[src/rtl/adc_cfg_pkg.sv]
package adc_cfg_pkg;
  localparam int CW     = 16;
  localparam int B_HALT = 15;
  localparam int B_HOLD = 14;
  localparam int B_UNLK = 9;
  localparam int B_ENH  = 8;
  localparam int B_PRIV = 7;

  typedef struct packed {
    logic halt;
    logic hold_en;
    logic unlock;
    logic enh;
    logic priv_all;
  } cfg_t;

  localparam cfg_t CFG_RST = '{1'b0, 1'b0, 1'b0, 1'b0, 1'b1};

  function automatic logic [CW-1:0] pack_cfg(input cfg_t c);
    logic [CW-1:0] w;
    w = '0;
    w[B_HALT] = c.halt;
    w[B_HOLD] = c.hold_en;
    w[B_UNLK] = c.unlock;
    w[B_ENH]  = c.enh;
    w[B_PRIV] = c.priv_all;
    return w;
  endfunction
endpackage

[src/rtl/cfg_rst_sync.sv]
module cfg_rst_sync (
  input  logic clk,
  input  logic rst_n,
  output logic rst_sn
);
  logic [1:0] sync_q;

  always_ff @(posedge clk or negedge rst_n) begin
    if (!rst_n) sync_q <= 2'b00;
    else        sync_q <= {sync_q[0], 1'b1};
  end

  assign rst_sn = sync_q[1];
endmodule

[src/rtl/cfg_priv_gate.sv]
module cfg_priv_gate #(
  parameter int ADDR_W = 8,
  parameter int CFG_A  = 0,
  parameter int TST_A  = 1,
  parameter int IRQ_A  = 2
) (
  input  logic [ADDR_W-1:0] addr,
  input  logic              wr,
  input  logic              rd,
  input  logic              user,
  input  logic              priv_all,
  output logic              cfg_hit,
  output logic              permit,
  output logic              blocked
);
  localparam int NSMALL = 3;
  localparam logic [NSMALL*ADDR_W-1:0] SMALL =
    {ADDR_W'(IRQ_A), ADDR_W'(TST_A), ADDR_W'(CFG_A)};

  logic [NSMALL-1:0] small_hit;
  logic              prot;
  logic              access;

  genvar g;
  generate
    for (g = 0; g < NSMALL; g++) begin : g_small
      assign small_hit[g] = (addr == SMALL[g*ADDR_W +: ADDR_W]);
    end
  endgenerate

  always_comb begin
    access  = wr | rd;
    cfg_hit = small_hit[0];
    prot    = priv_all | (|small_hit);
    blocked = access & user & prot;
    permit  = access & ~blocked;
  end
endmodule

[src/rtl/cfg_store.sv]
module cfg_store
  import adc_cfg_pkg::*;
(
  input  logic          clk,
  input  logic          rst_sn,
  input  logic          wr_ok,
  input  logic [CW-1:0] wdata,
  output cfg_t          cfg_q
);
  cfg_t cfg_d;

  always_comb begin
    cfg_d          = cfg_q;
    cfg_d.halt     = wdata[B_HALT];
    cfg_d.hold_en  = wdata[B_HOLD];
    cfg_d.unlock   = wdata[B_UNLK];
    cfg_d.priv_all = wdata[B_PRIV];
    cfg_d.enh      = cfg_q.unlock ? wdata[B_ENH] : cfg_q.enh;
  end

  always_ff @(posedge clk or negedge rst_sn) begin
    if (!rst_sn)    cfg_q <= CFG_RST;
    else if (wr_ok) cfg_q <= cfg_d;
  end
endmodule

[src/rtl/cfg_recovery.sv]
module cfg_recovery #(
  parameter int REC_CYC = 64
) (
  input  logic clk,
  input  logic rst_sn,
  input  logic halt,
  output logic ready
);
  localparam int CNT_W = $clog2(REC_CYC + 1);

  logic [CNT_W-1:0] cnt_q, cnt_d;
  logic             cnt_en;

  always_comb begin
    cnt_en = halt | (cnt_q != '0);
    cnt_d  = halt ? CNT_W'(REC_CYC) : cnt_q - CNT_W'(1);
  end

  always_ff @(posedge clk or negedge rst_sn) begin
    if (!rst_sn)     cnt_q <= '0;
    else if (cnt_en) cnt_q <= cnt_d;
  end

  assign ready = ~halt & (cnt_q == '0);
endmodule

[src/rtl/cfg_freeze.sv]
module cfg_freeze (
  input  logic clk,
  input  logic rst_sn,
  input  logic hold_en,
  input  logic frz_req,
  input  logic busy,
  output logic hold_q
);
  logic hold_d;

  always_comb begin
    if (hold_q) hold_d = hold_en & frz_req;
    else        hold_d = hold_en & frz_req & ~busy;
  end

  always_ff @(posedge clk or negedge rst_sn) begin
    if (!rst_sn) hold_q <= 1'b0;
    else         hold_q <= hold_d;
  end
endmodule

[src/rtl/adc_cfg_ctrl.sv]
module adc_cfg_ctrl
  import adc_cfg_pkg::*;
#(
  parameter int ADDR_W  = 8,
  parameter int REC_CYC = 64
) (
  input  logic              clk,
  input  logic              rst_n,
  input  logic [ADDR_W-1:0] bus_addr,
  input  logic              bus_wr,
  input  logic              bus_rd,
  input  logic              bus_user,
  input  logic [CW-1:0]     bus_wdata,
  output logic [CW-1:0]     bus_rdata,
  output logic              bus_permit,
  output logic              bus_err,
  input  logic              frz_req,
  input  logic              conv_busy,
  output logic              conv_clk_en,
  output logic              analog_pd,
  output logic              seq_abort,
  output logic              seq_hold,
  output logic              mode_enh,
  output logic              conv_ready
);
  logic          rst_s;
  cfg_t          cfg;
  logic [CW-1:0] cfg_word;
  logic          cfg_hit, permit, blocked, wr_ok;
  logic [CW-1:0] rdata_d;

  cfg_rst_sync u_rst (.clk(clk), .rst_n(rst_n), .rst_sn(rst_s));

  cfg_priv_gate #(.ADDR_W(ADDR_W)) u_gate (
    .addr(bus_addr), .wr(bus_wr), .rd(bus_rd), .user(bus_user),
    .priv_all(cfg.priv_all), .cfg_hit(cfg_hit), .permit(permit),
    .blocked(blocked)
  );

  assign wr_ok = bus_wr & permit & cfg_hit;

  cfg_store u_store (
    .clk(clk), .rst_sn(rst_s), .wr_ok(wr_ok), .wdata(bus_wdata), .cfg_q(cfg)
  );

  cfg_recovery #(.REC_CYC(REC_CYC)) u_rec (
    .clk(clk), .rst_sn(rst_s), .halt(cfg.halt), .ready(conv_ready)
  );

  cfg_freeze u_frz (
    .clk(clk), .rst_sn(rst_s), .hold_en(cfg.hold_en), .frz_req(frz_req),
    .busy(conv_busy), .hold_q(seq_hold)
  );

  assign cfg_word = pack_cfg(cfg);

  always_comb begin
    rdata_d = (bus_rd & permit & cfg_hit) ? cfg_word : '0;
  end

  always_ff @(posedge clk or negedge rst_s) begin
    if (!rst_s) begin
      bus_rdata <= '0;
      bus_err   <= 1'b0;
    end else begin
      bus_rdata <= rdata_d;
      bus_err   <= blocked;
    end
  end

  assign bus_permit  = permit;
  assign conv_clk_en = ~cfg.halt;
  assign analog_pd   = cfg.halt;
  assign seq_abort   = cfg.halt;
  assign mode_enh    = cfg.enh;
endmodule

[config.mk]
export PLATFORM = sky130hd
export DESIGN_NAME = adc_cfg_ctrl
export DESIGN_NICKNAME = d
export VERILOG_FILES = /design/src/rtl/adc_cfg_pkg.sv /design/src/rtl/cfg_rst_sync.sv /design/src/rtl/cfg_priv_gate.sv /design/src/rtl/cfg_store.sv /design/src/rtl/cfg_recovery.sv /design/src/rtl/cfg_freeze.sv /design/src/rtl/adc_cfg_ctrl.sv
export SDC_FILE = /design/constraint.sdc
export NUM_CORES = 1
export LEC_CHECK = 0
export ABC_AREA = 1
export BUFFER_PORTS_ARGS = -buffer_cell sky130_fd_sc_hd__buf_2
export CAP_MARGIN = 20
export CORE_MARGIN = 4
export CORE_UTILIZATION = 32
export CTS_BUF_LIST = sky130_fd_sc_hd__clkbuf_8 sky130_fd_sc_hd__clkbuf_16
export CTS_CLUSTER_DIAMETER = 100
export DETAILED_ROUTE_END_ITERATION = 6
export PLACE_DENSITY = 0.64
export SLEW_MARGIN = 20
export SYNTH_ARGS = -nofsm -noshare
export SYNTH_HDL_FRONTEND = slang
export SYNTH_SLANG_ARGS = --single-unit
[constraint.sdc]
create_clock -name clk -period 1.2 [get_ports clk]
set_input_delay 0.06 -clock clk [delete_from_list [all_inputs] [get_ports clk]]
set_output_delay 0.06 -clock clk [all_outputs]
set_load 0.01 [all_outputs]
==> results of run 1 <==
-- what timing repair did --
| item | 4_1_cts | 5_1_grt |
|---|---|---|
| gates cloned | 0 | 0 |
| pin swaps | 5 | 1 |
| buffers inserted | 8 | 5 |
| gates resized for setup | 10 | 22 |
| hold endpoints to repair | 3 | 0 |
| hold buffers | 2 | 0 |
| setup endpoints to repair | 10 | 19 |
-- synthesized netlist by cell type (all sizes together) --
cell,count
xor2,1
buf,12
nor3,3
inv,15
o31ai,1
a21oi,4
ha,1
conb,2
nand2,23
nor2,20
dfrtp,20
xnor2,1
nand3,8
o21ai,4
dfstp,1
nand4,1
-- flip-flops by register name, indices dropped and copies added (netlist names) --
| register | flops |
|---|---|
| u_store.cfg_q | 5 |
| bus_rdata | 5 |
| u_rst.sync_q | 2 |
| bus_err | 1 |
| u_rec.cnt_q | 7 |
| u_frz.hold_q | 1 |
-- critical path: cells and delay by family, from the launching register on --
family | cells | cell delay [ns]
and+or+nand+nor | 3 | 0.29
DFF | 1 | 0.39
adders and majority gates | 1 | 0.14
buffers and inverters | 3 | 0.23
-- report_power, final --
group / leakage (nW) / internal (mW) / total (mW) / switching (mW)
logic: 0.495 / 0.588 / 1.06 / 0.470
registers: 0.263 / 0.845 / 0.966 / 0.122
clock network: 0.0255 / 0.231 / 0.451 / 0.220
-- worst max-delay path by stage --
stage                   startpoint        endpoint  slack (ns)  cells past startpoint
floorplan           u_rec.cnt_q[1]  u_rec.cnt_q[1]       -0.02                      8
global placement    u_rec.cnt_q[1]  u_rec.cnt_q[3]       -0.04                      7
detailed placement  u_rec.cnt_q[1]  u_rec.cnt_q[3]       -0.05                      7
CTS                 u_rec.cnt_q[0]      conv_ready       -0.16                      7
global route        u_rec.cnt_q[1]  u_rec.cnt_q[5]       -0.23                      9
finish              u_rec.cnt_q[1]      conv_ready       -0.15                      7
-- placed cells by master, fill, tap and decap left out --
cell           netlist  routed
xor2_1               1       1
nand2_2              3       5
o21ai_0              1       1
clkbuf_8             0       3
nor2_4               1       4
nor3_2               0       2
nor2_1              15      11
o31ai_4              0       1
o21ai_1              3       1
nand3_1              7       3
nand3_4              0       1
dfstp_2              1       1
clkinv_2             0       1
dlygate4sd3_1        0       2
a21oi_1              4       3
o21ai_2              0       2
conb_1               2      12
dfrtp_1             20      19
nand2_1             20      17
nand2_4              0       1
ha_4                 0       1
buf_4               12      14
buf_2                0      31
inv_1               14      10
a21oi_2              0       1
nand3_2              1       4
nor2_2               4       5
xnor2_1              1       1
buf_6                0       7
dfrtp_2              0       1
inv_2                1       5
nor3_4               1       1
nand4_1              1       1
-- area by class of cell --
class	instances	area [um^2]	share of cell area, %
clock buffers	3	41.3	2.67
clock inverters	1	5.00	0.324
inverters	15	56.3	3.65
multi-input cells	79	499	32.3
flip-flops and latches	21	528	34.2
well taps	44	55.1	3.57
repair buffers	54	359	23.3
-- cell families (layout without fill, tap and decap cells) --
| kind of cell | after synthesis | in the layout |
|---|---|---|
| buffers and inverters | 27 | 73 |
| xor gates and xnor gates | 2 | 2 |
| other | 2 | 12 |
| AOI/OAI and AO/OA | 9 | 9 |
| adders and majority gates | 1 | 1 |
| and+or+nand+nor | 55 | 55 |
| DFF | 21 | 21 |
-- per-layer routing --
metal	global-route usage [%]	wire, um	vias up	part of all wire (%)
li1	-	-	448	-
met1	12.7	898	408	42
met2	20.4	1110	25	52
met3	2.43	135	0	6.3
met4	2.37	0	0	0
met5	0	0	-	0
-- through the flow --
step / instances / setup TNS (ns) / total power, mW
final: 217 / -0.902 / 2.47
after detailed placement: 200 / -0.202 / 1.66
after CTS: 214 / -0.470 / 2.27
after global routing: 217 / -1.55 / 2.66
after floorplan: 127 / -0.0361 / 1.42
after global placement: 200 / -0.117 / 1.63
==> impl_metrics.ini, run 1 <==
[outcome]
run_status = complete, but fails checks
violations = setup timing

[detailed_routing]
first_pass_iters = 3
avgViaCountPerCell = 4.06
vias = 881
wirelength_um = 2150
drt_iter0_markers = 8
drc = 0
antenna_left = 0
wl_per_cell_um = 9.88

[final_layout]
final_core_util_pct = 50.6
finish.net_count = 206
n_fill_cell = 322
antenna_cells = 0
area_growth_pct = 51.0
layout-drive-gt1-share_pct = 52.6
final_area_um2 = 1540

[power_and_ir_drop]
power.leakage_nw = 0.783
power.density_nw_per_um2 = 1600
worst_ir_drop_vdd_uv = 526

[floorplan]
die_w_um = 64.5
coreArea_um2 = 3050
initial_core_util_pct = 33.5
die_h_um = 64.5
io_pins = 55
die_area_um2 = 4160
rows = 20

[min_path]
hold_depth = 3
min-delay-start = bus_wdata[7]
hp-class = in2reg
worstHoldEndpoint = u_store.cfg_q[0]

[worst_setup_path]
path_cells = inv_2 -> ha_4 -> nand3_4 -> nor2_4 -> inv_2 -> nor2_4 -> buf_6
startpoint_type = flip-flop
r2r_slack_ns = -0.15
timing.rr.end = u_rec.cnt_q[5]
end_kind = output pin
rr_worst_depth = 9
crit_arrival_ns = 1.29
timing.critical_path.slowest_cell_delay_ns = 0.39
path_max_fanout = 2
reg2reg_from = u_rec.cnt_q[1]
critical_path_required_ns = 1.14
crit_slowest_cell = dfrtp_1
path_class = reg2out

[yosys]
synth.avg_cell_area_um2 = 8.74
yosysTopAreaCell = dfrtp_1
synth_compound_area_share_pct = 4.65
post_synth_mux_area_share_pct = 0
ys_types = 23
netlist_top_cells_area = dfrtp_1 (49%), buf_4 (8.8%), nand2_1 (7.3%)
synth_cells = 117
netlist.area_leader.share_pct = 49.0
synth-xor-area-share_pct = 1.71
synth_warnings = 0
synthAdderAreaFrac_pct = 1.22
synth-simple-area-share_pct = 25.8
synth_seq_cells = 21
yosysSeqAreaShare_pct = 51.5
mappedNetlistArea_um2 = 1020
synth_top_family_by_area = simple AND/OR/NAND/NOR gates

[place]
hpwl_um = 1660
pre_cts_ws_ns = -0.0473
place_congestion = 0.745
placed_cell_area_um2 = 1270
port_buffers = 32

[clock_network]
clk_pin_slew_worst_paths_ns = 0.08
cts.sinks = 21
tritoncts = yes
clock-root-buffer = clkbuf_8
h-tree-depth = 1
cts_buffers = 3
clk_latency_ns = 0.25
cts.path.max_buffers = 2

[sta]
period_share_pct = 113
hold_viol_final = 0
setup_viol = 8
finalCriticalPeriod_ns = 1.35
holdWs_ns = 0.0183
slew_viol_final = 0
setup_slack_ns = -0.155
max_clock_freq_ghz = 0.738
rsz0062_at_grt = true
skew_ns = 0.00350

[global_routing]
grt_overflow = 0
grt_max_degree = 13
groute.usage.overall_pct = 10.9
antenna_found_initial = 0
grt_pass1_wl_um = 3690
grt_pass1_vias = 888

[flow_run]
cap_violations = 0
(Power assumes the default switching activity.)
==> run 2, diff against run 1 <==
RECOVER_POWER = 50   (was default)
SYNTH_HIERARCHICAL = 1   (was default)
==> run 2 against run 1 <==
Net effect:
- the flow still finishes with violations (setup timing)
- register-to-register slack better by 0.03 ns
- critical path depth stayed put
- clock skew is 0.0025 ns lower
- critical endpoint unchanged
- largest power group is now registers
- area after synthesis is 3.7% higher
- combinational power is 76% lower
- via count is 3.5% higher
==> impl_metrics.ini, run 2 <==
[sta]
slew_viol_final = 0
rsz0062_at_grt = true
finalCriticalPeriod_ns = 1.36
slew_headroom_pct = 66.0
max_clock_freq_ghz = 0.733
hold_viol_final = 0
skew_ns = 0.000963
setup_viol = 12
setup_slack_ns = -0.164
period_share_pct = 114
worst_pin_slew_ns = 0.506
holdWs_ns = 0.0173

[place]
place_congestion = 0.695
dp.cells = 207
hpwl_um = 1680
port_buffers = 32

[min_path]
min-delay-start = bus_wdata[7]
hold_depth = 3
hp-class = in2reg
worstHoldEndpoint = u_store/cfg_q[0]

[worst_setup_path]
path_max_fanout = 2
worstSetupStartpoint = u_rec/cnt_q[0]
path_delay_family = flip-flops
startpoint_type = flip-flop
cp_num_buf_inv = 3
timing.rr.end = u_store/cfg_q[1]
rr_worst_depth = 9
timing.critical_path.slowest_cell_delay_ns = 0.40
crit_arrival_ns = 1.30
path_cells = inv_2 -> ha_4 -> nand2_4 -> nor2_4 -> inv_2 -> nor2_4 -> buf_6
crit_slowest_cell = dfrtp_1
end_kind = output pin
critical_path_required_ns = 1.14
r2r_slack_ns = -0.12
path_class = reg2out
reg2reg_from = u_store/cfg_q[0]

[yosys]
netlist_top_cells_area = dfrtp_1 (47%), buf_4 (8.5%), nand2_1 (8.1%)
mappedNetlistArea_um2 = 1060
synth_seq_cells = 21
yosysTopAreaCell = dfrtp_1
yosysMostFrequentCell = nand2_1
ys_async_sr_fraction_pct = 100
synth_commonest_cells = nand2_1 (23), inv_1 (22), dfrtp_1 (20), nor2_1 (14), buf_4 (12)
yosysSeqAreaShare_pct = 49.7
synth_warnings = 6
synth_ff_type = dfrtp_1
synth.avg_cell_area_um2 = 8.41
netlist.area_leader.share_pct = 47.2
synth_edf_count = 0
ys_types = 25
synth_cells = 126

[floorplan]
rows = 20
die_h_um = 65.5
die_w_um = 65.5
initial_core_util_pct = 34.2
io_pins = 55
coreArea_um2 = 3100
die_area_um2 = 4300

[detailed_routing]
wirelength_um = 2470
drt_iter0_markers = 18
drc = 0
first_pass_iters = 6
vias = 912
avgViaCountPerCell = 4.11
antenna_left = 0
wl_per_cell_um = 11.1

[final_layout]
final_core_util_pct = 48.6
fin_cells = 222
final_cell_mix = buf_2 (29), inv_1 (20), dfrtp_1 (19), nand2_1 (16)
top_regs = u_rec/cnt_q: 7 flops, bus_rdata: 5 flops, u_store/cfg_q: 5 flops
layout_commonest_cell = buf_2
finish.net_count = 211
largest_reg_flops = 7
layout-drive-gt1-share_pct = 44.4
antenna_cells = 0
area_growth_pct = 42.4
regMostFlops = u_rec/cnt_q

[outcome]
violations = setup timing
run_status = complete, but fails checks

[clock_network]
cts.sinks = 21
cts_buffers = 3
cts.path.max_buffers = 2
clk_pin_slew_worst_paths_ns = 0.07
clk_latency_ns = 0.25
tritoncts = yes
h-tree-depth = 1
clock-root-buffer = clkbuf_8

[power_and_ir_drop]
finalPower_mw = 1.43
power.density_nw_per_um2 = 949
worst_ir_drop_vdd_uv = 572
power.leakage_nw = 0.860

[global_routing]
grt_max_degree = 20
grt_pass1_wl_um = 3810
grt_overflow = 0
groute.usage.overall_pct = 11.4
grt_pass1_vias = 948
antenna_found_initial = 0

[flow_run]
cap_violations = 0
## run 2: changes by cell type after synthesis, sizes merged, moves of 2 or more
cell / delta
a21oi: -2
inv: +8
nor3: -2
o21ai: +2
## run 2: stage by stage
step                      cell area, um^2  TNS, ns  setup slack, ns
final                                1510   -0.886           -0.164
after global routing                 1510    -1.78           -0.217
after CTS                            1430   -0.367           -0.164
after detailed placement             1280   -0.509           -0.162
after global placement               1280  -0.0348          -0.0348
after floorplan                      1100  -0.0487          -0.0487
## run 2: how the worst max path moves through the flow
stage	end	slack [ns]	depth (start not counted)
3_3_place_gp	u_store/cfg_q[1]	-0.03	10
2_1_floorplan	u_store/cfg_q[1]	-0.05	9
4_1_cts	conv_ready	-0.16	7
3_5_place_dp	u_store/cfg_q[1]	-0.16	10
6_report	conv_ready	-0.16	7
5_1_grt	conv_ready	-0.22	7
## run 2: routing by layer
layer	global-route usage [%]	wire (um)
met5	0	0
met4	4.92	8
met3	2.39	128
met2	22.3	1420
met1	11.3	913
## run 2: cells by family after synthesis
family	synth area share, %
simple gates	24.6
buf+inv	17.7
flops	49.7
compound gates	4.49
xor+xnor	1.65
other cells	0.709
fa+ha+maj	1.18
## run 2: area by class of cell
cell class	instances	area [um^2]
Clock buffer	3	41.3
Clock inverter	1	3.75
Fill cell	305	1590
Inverter	23	86.3
Multi-Input combinational cell	79	463
Sequential cell	21	528
Tap cell	44	55.1
Timing Repair Buffer	51	332
## run 2: worst min-delay path: cells and delay by family
family	cells	cell delay (ns)
buffers and inverters	1	0.10
AO/OA/AOI/OAI	1	0.06
AND/OR/NAND/NOR	1	0.05
## run 2: timing repair
action,CTS,global route
endpoints found under the hold margin,3,0
setup buffers,5,3
gates cloned,1,0
hold buffers,2,0
setup endpoints to repair,6,14
pin swaps,6,9
gates resized for setup,10,18
## run 2: where the power goes
group	total, mW	leakage, nW	internal (mW)	switching [mW]
Clock	0.425	0.0269	0.227	0.198
Sequential	0.752	0.261	0.732	0.0205
Combinational	0.254	0.572	0.114	0.139
